===== src/rtl/mbist_pkg.sv =====
package mbist_pkg;

   typedef enum logic [1:0] {DIR_UP, DIR_DOWN, DIR_FOLD} walk_e;

   typedef enum logic [2:0] {OP_W0, OP_W1, OP_R0, OP_R1, OP_WLANE, OP_RLANE} opk_e;

   typedef struct packed {
      walk_e walk;
      logic  dual;
      opk_e  first;
      opk_e  second;
   } elem_t;

   localparam logic [2:0] EL_LAST_MARCH = 3'd6;
   localparam logic [2:0] EL_LANE       = 3'd7;

   // Element table: walk order and the one or two operations applied per cell.
   function automatic elem_t elem_info(input logic [2:0] el);
      elem_t e;
      case (el)
         3'd0:    e = '{DIR_UP,   1'b0, OP_W0, OP_W0};
         3'd1:    e = '{DIR_UP,   1'b1, OP_R0, OP_W1};
         3'd2:    e = '{DIR_UP,   1'b1, OP_R1, OP_W0};
         3'd3:    e = '{DIR_DOWN, 1'b1, OP_R0, OP_W1};
         3'd4:    e = '{DIR_DOWN, 1'b1, OP_R1, OP_W0};
         3'd5:    e = '{DIR_DOWN, 1'b1, OP_R0, OP_R0};
         3'd6:    e = '{DIR_FOLD, 1'b1, OP_R0, OP_W1};
         default: e = '{DIR_UP,   1'b1, OP_WLANE, OP_RLANE};
      endcase
      return e;
   endfunction

endpackage


===== src/rtl/mbist_seq.sv =====
module mbist_seq
   import mbist_pkg::*;
#(
   parameter int ADDR_W = 8,
   parameter int DATA_W = 32
) (
   input  logic                  clk,
   input  logic                  rst_n,
   input  logic                  clear,
   input  logic                  step,
   output logic                  final_op,
   output logic [ADDR_W-1:0]     op_addr,
   output logic                  op_we,
   output logic [DATA_W/8-1:0]   op_be,
   output logic [DATA_W-1:0]     op_wdata,
   output logic [DATA_W-1:0]     op_exp
);

   localparam int LANES  = DATA_W / 8;
   localparam int LANE_W = (LANES > 1) ? $clog2(LANES) : 1;
   localparam logic [DATA_W-1:0] PAT_EVEN = {(DATA_W/2){2'b10}};
   localparam logic [DATA_W-1:0] PAT_ODD  = ~PAT_EVEN;

   logic              bg;
   logic [2:0]        el;
   logic [LANE_W-1:0] lane;
   logic [ADDR_W-1:0] idx;
   logic              ph;

   elem_t             info;
   opk_e              kind;
   logic [ADDR_W-1:0] half;
   logic [ADDR_W-1:0] addr;
   logic [DATA_W-1:0] d0, d1, low_mask, merged;
   logic [LANES-1:0]  lane_hot;
   logic              phase_end, elem_end;

   // Per-lane decode: single-lane enable and the "already rewritten" mask.
   for (genvar g = 0; g < LANES; g++) begin : g_lane
      assign lane_hot[g]          = (lane == LANE_W'(g));
      assign low_mask[g*8 +: 8]   = (LANE_W'(g) <= lane) ? 8'hFF : 8'h00;
   end

   always_comb begin
      info = elem_info(el);
      kind = ph ? info.second : info.first;
      half = {1'b0, idx[ADDR_W-1:1]};
      case (info.walk)
         DIR_DOWN: addr = ~idx;
         DIR_FOLD: addr = idx[0] ? ~half : half;
         default:  addr = idx;
      endcase
      d0     = bg ? (addr[0] ? PAT_ODD : PAT_EVEN) : '0;
      d1     = ~d0;
      merged = (d0 & low_mask) | (d1 & ~low_mask);

      op_addr  = addr;
      op_we    = 1'b0;
      op_be    = '1;
      op_wdata = '0;
      op_exp   = '0;
      case (kind)
         OP_W0:    begin op_we = 1'b1; op_wdata = d0; end
         OP_W1:    begin op_we = 1'b1; op_wdata = d1; end
         OP_R0:    op_exp = d0;
         OP_R1:    op_exp = d1;
         OP_WLANE: begin op_we = 1'b1; op_wdata = d0; op_be = lane_hot; end
         default:  op_exp = merged;
      endcase
   end

   assign phase_end = info.dual ? ph : 1'b1;
   assign elem_end  = phase_end & (&idx);
   assign final_op  = (el == EL_LANE) && (lane == LANE_W'(LANES-1)) && elem_end;

   always_ff @(posedge clk or negedge rst_n) begin
      if (!rst_n) begin
         bg   <= 1'b0;
         el   <= '0;
         lane <= '0;
         idx  <= '0;
         ph   <= 1'b0;
      end else if (clear) begin
         bg   <= 1'b0;
         el   <= '0;
         lane <= '0;
         idx  <= '0;
         ph   <= 1'b0;
      end else if (step) begin
         if (!phase_end) begin
            ph <= 1'b1;
         end else begin
            ph  <= 1'b0;
            idx <= idx + 1'b1;
            if (&idx) begin
               if (el == EL_LAST_MARCH) begin
                  if (!bg) begin
                     bg <= 1'b1;
                     el <= '0;
                  end else begin
                     el   <= EL_LANE;
                     lane <= '0;
                  end
               end else if (el == EL_LANE) begin
                  lane <= lane + 1'b1;
               end else begin
                  el <= el + 3'd1;
               end
            end
         end
      end
   end

endmodule


===== src/rtl/mbist_rdpipe.sv =====
module mbist_rdpipe #(
   parameter int DATA_W = 32,
   parameter int RD_LAT = 1
) (
   input  logic              clk,
   input  logic              rst_n,
   input  logic              push,
   input  logic [DATA_W-1:0] push_exp,
   input  logic [DATA_W-1:0] rdata,
   output logic              mismatch
);

   logic [RD_LAT-1:0]             vld;
   logic [RD_LAT-1:0][DATA_W-1:0] expq;

   // Expected word rides alongside the read so it lines up with returned data.
   always_ff @(posedge clk or negedge rst_n) begin
      if (!rst_n) begin
         vld  <= '0;
         expq <= '0;
      end else begin
         vld[0]  <= push;
         expq[0] <= push_exp;
         for (int s = 1; s < RD_LAT; s++) begin
            vld[s]  <= vld[s-1];
            expq[s] <= expq[s-1];
         end
      end
   end

   assign mismatch = vld[RD_LAT-1] && (rdata != expq[RD_LAT-1]);

endmodule


===== src/rtl/mbist_march_engine.sv =====
module mbist_march_engine #(
   parameter int ADDR_W = 8,
   parameter int DATA_W = 32,
   parameter int RD_LAT = 1
) (
   input  logic                clk,
   input  logic                rst_n,
   input  logic                test_mode,
   input  logic                start,
   output logic                done,
   output logic                fail,
   input  logic                func_ce,
   input  logic                func_we,
   input  logic [ADDR_W-1:0]   func_addr,
   input  logic [DATA_W/8-1:0] func_be,
   input  logic [DATA_W-1:0]   func_wdata,
   output logic                mem_ce,
   output logic                mem_we,
   output logic [ADDR_W-1:0]   mem_addr,
   output logic [DATA_W/8-1:0] mem_be,
   output logic [DATA_W-1:0]   mem_wdata,
   input  logic [DATA_W-1:0]   mem_rdata
);

   localparam int LANES = DATA_W / 8;
   localparam int CNT_W = $clog2(RD_LAT + 2);

   if (DATA_W < 8 || (DATA_W % 8) != 0) begin : g_bad_width
      $error("DATA_W must be a positive multiple of 8");
   end
   if (ADDR_W < 2) begin : g_bad_depth
      $error("ADDR_W must be at least 2");
   end
   if (RD_LAT < 1) begin : g_bad_lat
      $error("RD_LAT must be at least 1");
   end

   typedef enum logic [1:0] {ST_IDLE, ST_RUN, ST_DRAIN} state_e;

   state_e            state;
   logic [CNT_W-1:0]  drain_cnt;
   logic              accept;
   logic              final_op;
   logic              mismatch;

   logic [ADDR_W-1:0] op_addr;
   logic              op_we;
   logic [LANES-1:0]  op_be;
   logic [DATA_W-1:0] op_wdata, op_exp;

   logic              iss_ce, iss_we;
   logic [ADDR_W-1:0] iss_addr;
   logic [LANES-1:0]  iss_be;
   logic [DATA_W-1:0] iss_wdata, iss_exp;

   assign accept = (state == ST_IDLE) && test_mode && start;

   mbist_seq #(
      .ADDR_W (ADDR_W),
      .DATA_W (DATA_W)
   ) u_seq (
      .clk      (clk),
      .rst_n    (rst_n),
      .clear    (accept),
      .step     (state == ST_RUN),
      .final_op (final_op),
      .op_addr  (op_addr),
      .op_we    (op_we),
      .op_be    (op_be),
      .op_wdata (op_wdata),
      .op_exp   (op_exp)
   );

   always_ff @(posedge clk or negedge rst_n) begin
      if (!rst_n) begin
         state     <= ST_IDLE;
         drain_cnt <= '0;
         done      <= 1'b0;
         fail      <= 1'b0;
         iss_ce    <= 1'b0;
         iss_we    <= 1'b0;
         iss_addr  <= '0;
         iss_be    <= '0;
         iss_wdata <= '0;
         iss_exp   <= '0;
      end else begin
         done      <= 1'b0;
         // Issue register: decode depth stays off the memory pins.
         iss_ce    <= (state == ST_RUN);
         iss_we    <= (state == ST_RUN) && op_we;
         iss_be    <= (state == ST_RUN) ? op_be : '0;
         iss_addr  <= op_addr;
         iss_wdata <= op_wdata;
         iss_exp   <= op_exp;
         case (state)
            ST_IDLE: begin
               if (accept) begin
                  state <= ST_RUN;
                  fail  <= 1'b0;
               end
            end
            ST_RUN: begin
               if (final_op) begin
                  state     <= ST_DRAIN;
                  drain_cnt <= CNT_W'(RD_LAT + 1);
               end
            end
            default: begin
               if (drain_cnt == CNT_W'(1)) begin
                  state <= ST_IDLE;
                  done  <= 1'b1;
               end else begin
                  drain_cnt <= drain_cnt - 1'b1;
               end
            end
         endcase
         if (mismatch) fail <= 1'b1;
      end
   end

   mbist_rdpipe #(
      .DATA_W (DATA_W),
      .RD_LAT (RD_LAT)
   ) u_rdpipe (
      .clk      (clk),
      .rst_n    (rst_n),
      .push     (iss_ce && !iss_we),
      .push_exp (iss_exp),
      .rdata    (mem_rdata),
      .mismatch (mismatch)
   );

   assign mem_ce    = test_mode ? iss_ce    : func_ce;
   assign mem_we    = test_mode ? iss_we    : func_we;
   assign mem_addr  = test_mode ? iss_addr  : func_addr;
   assign mem_be    = test_mode ? iss_be    : func_be;
   assign mem_wdata = test_mode ? iss_wdata : func_wdata;

endmodule


===== config.mk =====
export PLATFORM = sky130hd
export DESIGN_NAME = mbist_march_engine
export DESIGN_NICKNAME = d
export VERILOG_FILES = /design/src/rtl/mbist_pkg.sv /design/src/rtl/mbist_seq.sv /design/src/rtl/mbist_rdpipe.sv /design/src/rtl/mbist_march_engine.sv
export SDC_FILE = /design/constraint.sdc
export NUM_CORES = 1
export LEC_CHECK = 0
export ABC_AREA = 1
export BUFFER_PORTS_ARGS = -buffer_cell sky130_fd_sc_hd__buf_2
export CORE_UTILIZATION = 35
export CTS_CLUSTER_DIAMETER = 200
export DETAILED_ROUTE_END_ITERATION = 10
export HOLD_SLACK_MARGIN = 0.08
export PLACE_DENSITY_LB_ADDON = 0.08
export RECOVER_POWER = 50
export SETUP_SLACK_MARGIN = 0.05
export SLEW_MARGIN = 10
export SYNTH_ARGS = -nofsm -noshare
export SYNTH_HDL_FRONTEND = slang
export SYNTH_SLANG_ARGS = --single-unit

===== constraint.sdc =====
create_clock -name clk -period 2.27 [get_ports clk]
set_input_delay 0.1135 -clock clk [delete_from_list [all_inputs] [get_ports clk]]
set_output_delay 0.1135 -clock clk [all_outputs]
set_load 0.01 [all_outputs]

==> flow_metrics.py, run 1 <==
metrics = {
    "sta": {
        "drv_slew": 0,
        "rsz0062_at_grt": "true",
        "hold_viol": 0,
        "skew_ps": 11.92,
        "slew_headroom_pct": 13.53,
        "period_minus_slack_ps": 2055,
        "setup-violations-final": 0,
        "tightest_slew_ps": 1297,
        "fin_ws_ps": 214.8,
        "fin_crit_sh_pct": 90.54,
        "max_freq_ghz": 0.4866,
    },
    "worst_setup_path": {
        "path_delay_family": "simple AND/OR/NAND/NOR gates",
        "path_class": "flop to flop",
        "r2r_setup_slack_ps": 210,
        "endpoint_kind": "flop",
        "crit_path_max_fanout": 6,
        "cp_data_required_time_ps": 2520,
        "crit_buf_inv": 4,
        "worstPathArrival_ps": 2310,
        "critPathLaunchType": "flop",
        "path_cells": "inv_2 > ha_1 > nand2_1 > nand2_2 > nor2_2 > inv_1 > ha_4 > inv_1 > nand3_2 > nand3_2 > inv_2 > nand4_1 > nand3_1",
        "cpPeakStageDelay_ps": 420,
        "crit_path_top_delay_cell": "dfrtp_1",
    },
    "synth": {
        "async_reset_ff_share_pct": 100.0,
        "yosysTopAreaCell": "dfrtp_1",
        "syn-cell-area_sq_mm": 0.003591,
        "ys_warn_count": 0,
        "ys_types": 35,
        "ys_top_cells_by_area": "dfrtp_1 (38%), nand2_1 (11%), inv_1 (7.6%)",
        "synth_compound_area_share_pct": 12.09,
        "synthMuxAreaShare_pct": 4.077,
        "synthXorXnorAreaFrac_pct": 1.220,
        "avgSynthCellArea_sq_um": 7.404,
        "syn_nets": 581,
        "synth-seq-area-share_pct": 37.63,
        "synthCells": 485,
        "synth_top_area_share_pct": 37.63,
        "synthAdderAreaFrac_pct": 4.878,
        "synth_top_family_by_area": "simple AND/OR/NAND/NOR gates",
        "synth-simple-area-share_pct": 29.30,
        "synth_most_common_cell": "nand2_1",
        "synth_edf_count": 0,
        "synthTopCellsByCount": "nand2_1 (103), inv_1 (73), dfrtp_1 (54)",
        "synth_flop_cell": "dfrtp_1",
        "ys_ff_latch": 54,
    },
    "pwr": {
        "cellPowerDensity_mw_per_mm2": 689.0,
        "p_leak_nw": 2.484,
        "ir_worst_vdd_mv": 0.2965,
    },
    "grt": {
        "antenna_found_initial": 0,
        "grt_pass1_vias": 2952,
        "grt_pass1_wl_microns": 13280,
        "grt_max_degree": 50,
        "grt_overflow_total": 0,
        "grtUsageTotal_pct": 16.06,
    },
    "place": {
        "io_buffers": 129,
        "post-place-cells": 742,
        "placed_area_sq_mm": 0.004413,
        "hpwl_microns": 6902,
        "detailedPlace.worstSlack_ps": -57.63,
        "routabilityCongestion": 0.8742,
    },
    "die": {
        "io_pins": 130,
        "die_width_microns": 103.3,
        "initial_core_util_pct": 36.40,
        "num_rows": 36,
        "fp.dieH_microns": 103.3,
        "die_area_sq_mm": 0.01067,
        "core_region_area_sq_mm": 0.009864,
    },
    "routing": {
        "avgViaCountPerCell": 4.589,
        "wl_microns": 8782,
        "dr.pass1.iters": 4,
        "post_drt_wl_per_cell_microns": 11.69,
        "num_vias": 3446,
        "drt_iter0_drc": 83,
        "ant_nets": 0,
        "drc": 0,
    },
    "clocking": {
        "clock-sinks": 54,
        "clk_pin_slew_ps": 100,
        "clock_path_buffers": 2,
        "clock_latency_ps": 320,
        "cts_tree": "done",
        "cts-root-buf": "clkbuf_8",
        "cts_made_buffers": 5,
        "cts.htree.levels": 2,
    },
    "layout": {
        "multi_input_area_sq_mm": 0.001879,
        "insertedDiodeCount": 0,
        "regArea_sq_mm": 0.001351,
        "nNetsFinal": 713,
        "final_cell_count_no_fill": 751,
        "final_area_sq_mm": 0.004533,
        "synthToLayoutAreaGrowth_pct": 26.24,
        "n_fill_cell": 1027,
        "drive_above_1_share_pct": 30.26,
        "final_util_pct": 45.95,
    },
    "outcome": {
        "status": "completed",
    },
    "run": {
        "cap_violations": 0,
    },
    "worst_hold_path": {
        "min_path_type": "input port to flop",
    },
}
==> cell type report <==
| class | instances | share of cell area, % |
|---|---|---|
| inverter | 76 | 6.404 |
| sequential | 54 | 29.81 |
| clock buffer | 5 | 1.518 |
| multi-input combinational | 337 | 41.46 |
| timing repair buffer | 143 | 16.15 |
| clock inverter | 3 | 0.9937 |
| tap | 133 | 3.671 |
==> report_power, final <==
| group | internal [mW] | leakage [nW] | switching, mW |
|---|---|---|---|
| sequential | 1.18 | 0.677 | 0.151 |
| combinational | 0.457 | 1.76 | 0.668 |
| clock | 0.329 | 0.0504 | 0.340 |
| total | 1.96 | 2.48 | 1.16 |
==> state kept, by name, indices dropped and copies added, names as in the netlist <==
name and count:
iss_addr 8, iss_exp 8, u_rdpipe.expq 8, u_seq.idx 8
iss_be 4, u_seq.el 3, drain_cnt 2, iss_wdata 2
state 2, u_seq.lane 2, done 1, fail 1
iss_ce 1, iss_we 1, u_rdpipe.vld 1, u_seq.bg 1
u_seq.ph 1
==> final timing paths <==
path                                    startpoint                    endpoint  cells after the start
setup / recovery           u_seq.el[0]$_DFFE_PN0P_       iss_exp[14]$_DFF_PN0_                     13
setup reg to reg           u_seq.el[0]$_DFFE_PN0P_       iss_exp[14]$_DFF_PN0_                     13
min in group asynchronous                    rst_n    u_seq.idx[5]$_DFFE_PN0P_                      2
hold / removal                        mem_rdata[0]            fail$_DFFE_PN0P_                      8
max in group asynchronous                    rst_n            iss_we$_DFF_PN0_                      3
hold reg to reg               iss_exp[6]$_DFF_PN0_  u_rdpipe.expq[6]$_DFF_PN0_                      0
==> through the flow <==
step	total power [mW]	TNS, ps	hold WS [ps]
finish	3.123	0	289.2
global route	3.375	0	335.5
CTS	3.156	0	292.6
detailed placement	2.475	-173.5	144.1
global placement	2.466	0	139.2
floorplan	2.077	0	-182.1
==> logic make-up after synthesis <==
logic type,count (synthesis)
buffers and inverters,94
AOI/OAI and AO/OA,80
and+or+nand+nor,225
adders and majority gates,14
xor gates and xnor gates,5
muxes,13
DFF,54
==> what timing repair did <==
action                                 CTS  global route
endpoints found under the hold margin   21             0
setup buffers                            0             0
resized for setup                        3             8
setup endpoints to repair                5            10
hold buffers                             1             0
==> layout by cell type (no fill, tap or decap), types with 2 or more instances in the layout <==
cell,netlist,final
inv_1,73,69
buf_4,2,10
nand2_1,103,101
o21ai_1,7,7
or2_2,2,2
nand3b_1,2,2
nand4_1,14,14
inv_2,2,5
clkbuf_8,0,5
nor2_2,2,3
dfrtp_1,54,54
nor2_1,35,34
nor3_1,9,9
a21oi_1,17,17
o21ai_2,3,3
o21ai_0,44,44
clkinvlp_4,0,2
inv_4,1,2
xor2_1,5,5
clkbuf_1,9,13
nand2_4,4,5
buf_2,4,117
nand2_2,8,9
nand3_2,3,3
nand3_1,39,39
a22oi_1,7,7
ha_1,14,12
mux2_2,13,13
==> routing by layer <==
layer	routed length (microns)	track usage [%]
met1	4051	19.93
met2	4300	28.26
met3	297	2.419
met4	133	5.959
met5	0	0
==> worst reg2reg max path, delay by kind of cell (launching register included) <==
kind	cells	cell delay, ps
buf+inv	4	320
fa+ha+maj	2	460
simple gates	7	780
flops	1	420
(Power assumes the default switching activity.)
==> run 2, diff against run 1 <==
--- a/config.mk
+++ b/config.mk
@@ -17,4 +17,5 @@
 export SLEW_MARGIN = 10
 export SYNTH_ARGS = -nofsm -noshare
 export SYNTH_HDL_FRONTEND = slang
+export SYNTH_HIERARCHICAL = 1
 export SYNTH_SLANG_ARGS = --single-unit
==> run 2 against run 1 <==
Effect of this change: worst setup slack got worse by 88 ps; global-route usage decreased by 1.7 points; synthesized area increased by 82%; highest routed layer unchanged; final cell count increased by 54%; via count increased by 43%; largest cell class is now registers; the run now ends with DRC left; first-iteration DRC count increased by 120%; critical path type unchanged.
==> flow_metrics.py, run 2 <==
metrics = {
    "outcome": {
        "status": "finished with violations",
        "violations": "DRC",
    },
    "routing": {
        "dr.pass1.iters": 7,
        "drt_iter0_drc": 180,
        "post_drt_wl_per_cell_microns": 11.51,
        "drc": 24,
        "ant_nets": 0,
        "wl_microns": 13270,
        "num_vias": 4916,
        "avgViaCountPerCell": 4.264,
    },
    "synth": {
        "ys_types": 30,
        "synth_top_area_share_pct": 50.61,
        "synth_most_common_cell": "nand2_1",
        "ys_warn_count": 6,
        "avgSynthCellArea_sq_um": 8.057,
        "ys_top_cells_by_area": "dfrtp_1 (51%), nand2_1 (19%), buf_4 (7.0%)",
        "synth-seq-area-share_pct": 50.61,
        "synthTopCellsByCount": "nand2_1 (322), dfrtp_1 (132), inv_1 (96)",
        "synth_edf_count": 0,
        "async_reset_ff_share_pct": 100.0,
        "synthCells": 810,
        "synth_flop_cell": "dfrtp_1",
        "syn_nets": 905,
        "ys_ff_latch": 132,
        "yosysTopAreaCell": "dfrtp_1",
        "syn-cell-area_sq_mm": 0.006526,
    },
    "place": {
        "routabilityCongestion": 0.8941,
        "io_buffers": 129,
        "detailedPlace.worstSlack_ps": -43.20,
        "hpwl_microns": 10010,
        "post-place-cells": 1110,
    },
    "run": {
        "cap_violations": 0,
    },
    "die": {
        "num_rows": 49,
        "initial_core_util_pct": 35.96,
        "io_pins": 130,
        "core_region_area_sq_mm": 0.01815,
        "fp.dieH_microns": 138.6,
        "die_width_microns": 138.6,
        "die_area_sq_mm": 0.01920,
    },
    "sta": {
        "setup-violations-final": 0,
        "period_minus_slack_ps": 2143,
        "skew_ps": 8.987,
        "tightest_slew_ps": 885.1,
        "fin_crit_sh_pct": 94.40,
        "hold_viol": 0,
        "whs_ps": 148.7,
        "rsz0062_at_grt": "false",
        "fin_ws_ps": 127.1,
        "slew_headroom_pct": 40.99,
        "drv_slew": 0,
        "max_freq_ghz": 0.4667,
    },
    "grt": {
        "grtUsageMet1_pct": 18.03,
        "met2_usage_pct": 23.88,
        "grt_most_used_layer": "met2",
        "grt_pass1_wl_microns": 22030,
        "grt_overflow_total": 0,
        "grt_use_met3_pct": 3.798,
        "grt_max_degree": 49,
        "antenna_found_initial": 0,
        "grt_pass1_vias": 4684,
        "grtUsageTotal_pct": 14.40,
    },
    "clocking": {
        "clock-sinks": 132,
        "cts_made_buffers": 17,
        "clk_pin_slew_ps": 50,
        "clock_path_buffers": 2,
        "cts.htree.levels": 4,
        "cts-root-buf": "clkbuf_16",
        "cts_tree": "done",
        "clock_latency_ps": 410,
    },
    "worst_setup_path": {
        "crit_path_max_fanout": 8,
        "cp_data_required_time_ps": 2620,
        "worstPathArrival_ps": 2490,
        "endpoint_kind": "flop",
        "critPathLaunchType": "flop",
        "path_class": "flop to flop",
    },
    "layout": {
        "final_cell_mix": "nand2_1 (305), dfrtp_1 (130), buf_2 (128), inv_1 (92), nor2_1 (71)",
        "n_fill_cell": 1820,
        "drive_above_1_share_pct": 26.95,
        "final_common_cell": "nand2_1",
        "synthToLayoutAreaGrowth_pct": 21.28,
        "nNetsFinal": 1006,
        "top_regs": "iss_exp: 32 flops, iss_wdata: 32 flops, u_rdpipe/expq: 32 flops",
        "insertedDiodeCount": 0,
        "final_cell_count_no_fill": 1153,
        "final_util_pct": 43.62,
    },
    "worst_hold_path": {
        "min_path_type": "input port to flop",
    },
    "pwr": {
        "ir_worst_vdd_mv": 0.5599,
        "p_leak_nw": 4.509,
        "p_total_mw": 10.50,
        "cellPowerDensity_mw_per_mm2": 1327,
    },
}
==> run 2: final cells by class <==
cell class / count / area, sq um / share of cell area, %
Clock buffer: 22 / 464.2 / 5.865
Inverter: 101 / 384.1 / 4.853
Multi-Input combinational cell: 504 / 2447 / 30.92
Timing Repair Buffer: 155 / 880.8 / 11.13
Sequential cell: 132 / 3306 / 41.76
Clock inverter: 10 / 146.4 / 1.850
Tap cell: 229 / 286.5 / 3.620
==> run 2: repair_timing <==
| action | CTS | global route |
|---|---|---|
| endpoints found under the hold margin | 64 | 0 |
| cloned | 0 | 1 |
| resized for setup | 0 | 30 |
| setup buffers | 5 | 4 |
| endpoints found under the setup margin | 64 | 65 |
| pin swaps | 2 | 11 |
| hold buffers | 1 | 0 |
==> run 2: power by group <==
group	internal, mW	leakage [nW]	switching, mW	total [mW]
registers	3.24	1.70	0.416	3.65
clock network	1.79	0.295	0.949	2.74
logic	1.61	2.51	2.50	4.11
==> run 2: worst max-delay path: stages, from the launching register on <==
cell and delay, ps:
dfrtp_2 430, inv_2 110, ha_4 140, nand2_2 50, nand2_2 80, inv_2 60
nand2_4 70, inv_1 40, ha_2 180, a21oi_1 120, nand2_1 100, nand2_4 120
nand2_4 80, nand2_4 100, nand2_2 60, nor2_4 160, clkbuf_16 170
==> run 2: kinds of logic after synthesis <==
kind of cell    count (synthesis)  share of synthesized area [%]
simple gates                  452                          28.82
buf+inv                       174                          14.07
flops                         132                          50.61
compound gates                 32                          3.067
fa+ha+maj                      13                          2.492
xor+xnor                        7                         0.9394
==> run 2: final timing paths <==
kind                                               end                     from  cells after the start  slack [ps]
hold / removal                    state[0]$_DFFE_PN0P_                    start                      6         150
setup / recovery                iss_wdata[5]$_DFF_PN0_  u_seq/el[1]$_DFFE_PN0P_                     16         130
hold reg to reg            u_rdpipe/expq[23]$_DFF_PN0_    iss_exp[23]$_DFF_PN0_                      0         340
setup reg to reg                iss_wdata[5]$_DFF_PN0_  u_seq/el[1]$_DFFE_PN0P_                     16         130
max in group asynchronous      u_seq/el[2]$_DFFE_PN0P_                    rst_n                      3         590
min in group asynchronous         iss_exp[0]$_DFF_PN0_                    rst_n                      2         370
==> run 2: metal layers <==
| metal | wire, microns | vias up |
|---|---|---|
| li1 | - | 2592 |
| met1 | 6186 | 2211 |
| met2 | 6324 | 96 |
| met3 | 558 | 17 |
| met4 | 203 | 0 |
| met5 | 0 | - |
==> run 2: metrics by stage <==
step           cell area, sq um  setup TNS [ps]
2_1_floorplan              6568          -548.7
3_3_place_gp               7097               0
3_5_place_dp               7097          -679.2
4_1_cts                    7780               0
5_1_grt                    7915               0
6_report                   7915               0
